$ cat src/rtl/spi_prescaler.sv
module spi_prescaler #(
  parameter int FIELD_W = 8,
  parameter int FACT_W  = 4,
  parameter int EXP_W   = 3
) (
  input  logic                                 clk,
  input  logic                                 rst_n,
  input  logic                                 ext_mode,
  input  logic [FIELD_W-1:0]                   prescale,
  output logic                                 sck,
  output logic                                 sck_tgl,
  output logic [FACT_W+(1<<EXP_W)-2:0]         divisor,
  output logic                                 invalid
);
  localparam int DIV_W = FACT_W + (1 << EXP_W) - 1;

  logic [3:0]        leg_half;
  logic              leg_bad, ext_bad, dec_bad;
  logic [FACT_W-1:0] fac;
  logic [EXP_W-1:0]  expo;
  logic [DIV_W-1:0]  leg_div, ext_div, dec_div;

  assign leg_half = prescale[3:0];
  assign leg_bad  = !prescale[4] || (leg_half < 4'd2);
  assign leg_div  = DIV_W'(leg_half) << 1;

  assign fac     = prescale[FACT_W-1:0];
  assign expo    = {prescale[7:6], prescale[4]};
  assign ext_div = DIV_W'(fac) << expo;
  assign ext_bad = (fac == '0) || ((fac == FACT_W'(1)) && (expo == '0));

  assign dec_bad = ext_mode ? ext_bad : leg_bad;
  assign dec_div = dec_bad ? '0 : (ext_mode ? ext_div : leg_div);

  logic [DIV_W-1:0] cnt, half_lo, half_hi, plen;

  assign half_lo = divisor >> 1;
  assign half_hi = divisor - half_lo;
  assign plen    = sck ? half_hi : half_lo;
  assign sck_tgl = !invalid && (cnt == plen - DIV_W'(1));

  always_ff @(posedge clk or negedge rst_n) begin
    if (!rst_n) begin
      divisor <= '0;
      invalid <= 1'b1;
      cnt     <= '0;
      sck     <= 1'b0;
    end else if (invalid) begin
      divisor <= dec_div;
      invalid <= dec_bad;
      cnt     <= '0;
      sck     <= 1'b0;
    end else if (sck_tgl) begin
      cnt <= '0;
      sck <= !sck;
      if (sck) begin
        divisor <= dec_div;
        invalid <= dec_bad;
      end
    end else begin
      cnt <= cnt + DIV_W'(1);
    end
  end
endmodule

$ cat config.mk
export PLATFORM = sky130hd
export DESIGN_NAME = spi_prescaler
export DESIGN_NICKNAME = d
export VERILOG_FILES = /design/src/rtl/spi_prescaler.sv
export SDC_FILE = /design/constraint.sdc
export NUM_CORES = 1
export LEC_CHECK = 0
export ABC_AREA = 0
export BUFFER_PORTS_ARGS = -buffer_cell sky130_fd_sc_hd__buf_2
export CORE_MARGIN = 5
export CORE_UTILIZATION = 50
export DETAILED_ROUTE_END_ITERATION = 12
export PLACE_DENSITY_LB_ADDON = 0.2
export SLEW_MARGIN = 25
export SYNTH_ARGS = -nofsm -noshare
export SYNTH_HDL_FRONTEND = slang
export SYNTH_SLANG_ARGS = --single-unit
export TNS_END_PERCENT = 10
$ cat constraint.sdc
create_clock -name clk -period 11.9 [get_ports clk]
set_clock_uncertainty 0.1 [all_clocks]
set_input_delay 2.38 -clock clk [delete_from_list [all_inputs] [get_ports clk]]
set_output_delay 2.38 -clock clk [all_outputs]
set_load 0.02 [all_outputs]
After elaboration in Yosys (flattened, before gate mapping). Cells that the tools add are included.

Memories kept: 0. Input bits: 11. Flip-flop bits (word level): 24. Memory bits (writable): 0. Latch bits: 0. ROM bits: 0. Output and inout port bits: 14. Word-level logic and storage cells: 37.

Magnitude comparators: 1. Equality and inequality tests: 2. Shifts and indexed selects: 1. Div/mod/pow operators: 0. Multipliers: 0. $add $sub $neg: 3. Muxes and demuxes: 14. Reductions and logical operators: 12. Bitwise gates (word level): 0.

Operators with widths (count): $mux 11 (8); $add 11x1->11 const B (1); $eq 11x11->1 (1); $shl 4x3->11 (1); $sub 11x1->11 const B (1); $sub 11x10->11 (1); $mux 1 (6); $eq 4x1->1 const B (1); $logic_not 4->1 (1); $lt 4x2->1 const B (1); $reduce_bool 2->1 (2); $logic_not 1->1 (3); $logic_not 3->1 (1); $logic_and 1x1->1 (2); $logic_or 1x1->1 (2); $reduce_and 2->1 (1).

Longest topological paths before layout.
Depth in word-level cells: 8. Gate-level depth with buffers: 14. Gate-level depth less buffers: 13.

Least setup slack after synthesis. Ideal clock, no wire load.

Path type: register to output. Start point: reg divisor[0]. End point: out sck_tgl. Cell stages (with the launch flop): 15. Data required time: 9420 ps. Path buffers: 1. Path slack: 5960 ps. Arrival: 3460 ps. Cell sequence: dfrtp_1 -> inv_1 -> ha_1 -> fa_1 -> nand2b_1 -> a211oi_1 -> o32a_1 -> mux2_4 -> o22ai_1 -> nand4_1 -> mux2i_1 -> mux2_2 -> or2_1 -> buf_6 -> nor2_1.

Longest elaborated chain between the ends: 5.

Ends and longest elaborated chain: start, declared (RTL line 12) `output logic [FACT_W+(1<<EXP_W)-2:0] divisor,`; start signal, assigned (RTL line 49) `divisor <= dec_div;`; start signal, assigned (RTL line 57) `divisor <= dec_div;`; $sub 11x10->11 (RTL line 38) `assign half_hi = divisor - half_lo;`; $mux 11 (RTL line 39) `assign plen = sck ? half_hi : half_lo;`; $sub 11x1->11 (RTL line 40) `assign sck_tgl = !invalid && (cnt == plen - DIV_W'(1));`; $eq 11x11->1 (RTL line 40); $logic_and 1x1->1 (RTL line 40); end, declared (RTL line 11) `output logic sck_tgl,`.

No other way between the ends.

Final worst setup path.
Start point: reg divisor[1]. End point: out sck_tgl.

Longest elaborated chain between the ends: 5.

Ends and longest elaborated chain (RTL line): $sub 11x10->11 (38); $mux 11 (*) (39); $sub 11x1->11 (*) (40); $eq 11x11->1 (*) (40); $logic_and 1x1->1 (*) (40).

Mark *: on every way between the ends. The rest lies on a longest branch, timed or not.

==> results.md <==
Yosys:
- The distinct cell type count of the synthesized netlist is 58.
- The share of the Yosys chip area taken by registers is about a quarter.
- The mapped netlist covers 2351 um2.
- The most frequently used cell type in the post-synthesis netlist is sky130_fd_sc_hd__nor2_1.
- The post-synthesis compound-gate area fraction is 18.52%.
- For this run, the leading register cell type out of synthesis is sky130_fd_sc_hd__dfrtp_1.
- The synthesized-area fraction occupied by xor and xnor cells is 11.55%.
- The count of synthesis-stage warnings from yosys is 0.
- Yosys mapped a number of flops with a built-in enable equal to 0.
- The dominant combinational cell family by area after synthesis is simple AND/OR/NAND/NOR gates.
- The synthesized netlist devotes between 20% and 30% of its cell area to simple gates.
- Each instance of the synthesized netlist takes up on average approximately 8.4 um2.
- The post-synthesis adder-cell area fraction is about 7.2%.
- Sorting the synthesized cells by area gives the leading types as sky130_fd_sc_hd__dfrtp_1 24%, sky130_fd_sc_hd__xnor2_1 7.5%, sky130_fd_sc_hd__ha_1 6.4%.
- The post-synthesis cell count is between 200 and 300.
- Multiplexer cells account for around 11% of the synthesized area.
- After synthesis, the most frequently instantiated cells are 34 x sky130_fd_sc_hd__nor2_1, 23 x sky130_fd_sc_hd__dfrtp_1, 20 x sky130_fd_sc_hd__xnor2_1.
- When the netlist entered floorplanning its net count stood at 304.
- The leading area contributor after synthesis is sky130_fd_sc_hd__dfrtp_1.
- The fraction of post-synthesis cell area in the top cell type by area is around a quarter.
- After synthesis, the share of flip-flops with an asynchronous set or reset is between 90% and 100%.
- The synthesis-stage register bit count is 24.

Clock network:
- The worst-case clock buffer depth is 2.
- The clock-pin slew on the worst setup and hold paths is ~0.090 ns.
- The number of resized instances in the post-cts repair step is 0.
- The clock reaches the later pin of the worst-skew pair after 0.27 ns.
- The number of CTS-inserted buffers is 3.
- CTS built an H-tree with a depth of 1.
- The clock drives 24 sinks.
- The master cell of the clock root buffer is sky130_fd_sc_hd__clkbuf_8.
- The post-CTS setup buffer count is 0.
- For this design, the CTS-stage hold fixing added 0 buffers.
- The TritonCTS clock tree is done.

Placed design:
- The count of input and output buffers is 23.
- The congestion estimate from routability-driven global placement came to 0.8435.
- After legalization and detailed placement, the total HPWL measured roughly 4.1 mm.
- OpenSTA, run right after detailed placement, puts the worst setup slack at 5.755 ns.

Timing:
- The final count of hold timing violations is 0.
- The final count of pins violating max slew is 0.
- The highest attainable clock frequency is around 0.15 GHz.
- The post-layout worst setup margin is 5.428 ns.
- The slew at the pin closest to its max-slew limit is 0.6721 ns.
- Setup repair after global routing left no endpoint under its margin.
- The final sum of negative setup slack is 0 ns.
- The relative slew slack is between 50 and 60%.
- The clock period minus worst slack is around 6.5 ns.
- The worst path uses 54.38% of the clock period.
- Setup violations remaining at the end of the flow were counted as 0.

Worst setup path:
- Tracing the worst setup path back leads to its startpoint at divisor[1].
- The destination of the critical timing path is sck_tgl.
- The startpoint of the most critical register-to-register path is divisor[1].
- For this run, the slowest stage of the critical path takes 0.45 ns.
- Counting buffers and inverters, the worst setup path is 13 cells deep.
- Traced cell by cell, the critical path runs through ha_1 -> fa_1 -> nand2b_1 -> a211oi_1 -> o32a_1 -> mux2_4 -> o22ai_1 -> nand4_1 -> mux2i_1 -> mux2_2 -> or2_1 -> nor2_1 -> buf_2.
- The critical path is of the flop to primary output type.
- The kind of end point of the critical path is a primary output.
- Together, buffers and inverters on the worst path number 1.
- The reg2reg setup slack is a little under 8 ns.
- The gate family responsible for the most delay along the worst path is compound AO/OA/AOI/OAI gates.
- The worst setup path is launched from a flop.
- The worst register-to-register path ends at divisor[10].
- The critical path's slowest cell is sky130_fd_sc_hd__dfrtp_1.
- The depth of the worst register-to-register path is 12.
- At the worst endpoint, the required time is 9.42 ns.
- Along the worst path, the maximum fanout reaches 7.
- The data arrival time of the critical path is 3.99 ns.

Die:
- Once the floorplan was initialized, standard cells occupied between 50% and 60% of the core.
- For this design the top-level I/O count stands at 25.
- The number of core rows is 25.
- Measured along the x axis, the die boundary spans between 70 and 80 um.
- The vertical die dimension is about 80 um.
- The core area is between 4000 and 5000 um2.
- The total die area is ~6200 um2.

Global route:
- After global routing the overflow that remains totals 0.
- The first global-routing pass estimated about 9.3 mm of wire.
- Entering global routing, the biggest net connects 28 pins.
- The initial antenna violation count came to 0.
- The number of global-route vias before repair is 1903.
- The aggregate global-route resource usage is between 10% and 20%.

Route:
- The top layer used by detailed routing is met4.
- Dividing the detail-routed wire length by the instance count gives approximately 15 um.
- Using the TritonRoute via totals, the vias-per-cell ratio works out to ~6.
- The detailed-route via count is approximately 2100.
- After detailed routing, the number of remaining DRC violations is 0.
- The count of nets left with antenna violations after detail routing is 0.
- The total routed wire length on the met1 layer is approximately 2.7 mm.
- The first detailed-routing pass ran for 4 iterations.
- The routed design uses ~2.4 mm of met2 wire.
- The count of routing violations after the opening detailed-route iteration is ~120.
- The total detailed-routing wirelength is 5.318 mm.
- In the detailed route, the total length drawn on met3 is 142 um.

Power and ir drop:
- The leakage power summed over all cells is between 1 and 1.5 nW.
- The overall power is just over 0.3 mW.
- In this run the power density over the cells is 118.5 nW/um2.
- The worst-case IR drop observed on VDD is around 0.000044 V.

Layout:
- The number of antenna diodes in the final layout is 0.
- At the end of the flow the core is filled with cells to 54.97%.
- The post-route netlist has between 10% and 20% of its cells at a drive strength greater than 1.
- Relative to the synthesized area, the layout overhead comes to 8.249%.
- For this run, the post-layout net count is between 300 and 400.

Status:
- The flow ran to the end, and the final reports show no timing, DRC or antenna violations.

Hold path:
- The number of cells on the worst hold path is 1.
- The path class of the tightest hold or removal check is flop to flop.

Run:
- The reported max-cap violation count is 0.
placed cells by master, fill, tap and decap left out, types with 8 or more instances in the layout:
cell type                 instances
sky130_fd_sc_hd__nand2_1         19
sky130_fd_sc_hd__buf_2           23
sky130_fd_sc_hd__xnor2_1         20
sky130_fd_sc_hd__ha_1            12
sky130_fd_sc_hd__nand3_1         15
sky130_fd_sc_hd__dfrtp_1         23
sky130_fd_sc_hd__nor2_1          34
sky130_fd_sc_hd__mux2i_1         14
sky130_fd_sc_hd__a21oi_1          8
sky130_fd_sc_hd__o21ai_0          9
sky130_fd_sc_hd__xor2_1          11
sky130_fd_sc_hd__inv_1           13
through the flow:
step,instance area [um2],std cells,hold slack (ns)
floorplan,2351,280,0.3903
global placement,2486,346,0.4404
detailed placement,2486,346,0.4468
CTS,2541,350,0.4582
global route,2545,350,0.4816
finish,2545,350,0.4498
registers in the layout (all words and copies together), names as in the netlist:
signal / flops
divisor: 11
sck: 1
invalid: 1
cnt: 11
cell families after synthesis:
kind of cell             Yosys count
flip-flops                        24
buffers and inverters             26
multiplexers                      24
adder cells (fa/ha/maj)           13
AND/OR/NAND/NOR                  103
XOR/XNOR                          31
AO/OA/AOI/OAI                     59
how the worst min path moves through the flow:
stage | startpoint | end
floorplan | cnt[0] | cnt[0]
global placement | divisor[0] | divisor[0]
detailed placement | cnt[0] | cnt[0]
CTS | cnt[0] | cnt[0]
global route | cnt[0] | cnt[0]
finish | cnt[0] | cnt[0]
routing by layer:
metal	GRT usage (%)	vias to the layer above
li1	-	1037
met1	27.49	979
met2	28.01	29
met3	1.835	6
met4	5.594	0
met5	0	-
power by group:
group	total [mW]	internal, mW	switching, mW
Combinational	0.130	0.0594	0.0702
Sequential	0.114	0.0954	0.0190
Clock	0.0577	0.0296	0.0281
Total	0.302	0.184	0.117
cell type report:
| type | count | area, um2 |
|---|---|---|
| clock buffer | 4 | 55.05 |
| fill | 442 | 2085 |
| inverter | 14 | 52.55 |
| multi-input combinational | 230 | 1645 |
| sequential | 24 | 601.8 |
| tap | 54 | 67.56 |
| timing repair buffer | 24 | 122.6 |
Note: power is estimated with default switching activity, not from simulation.
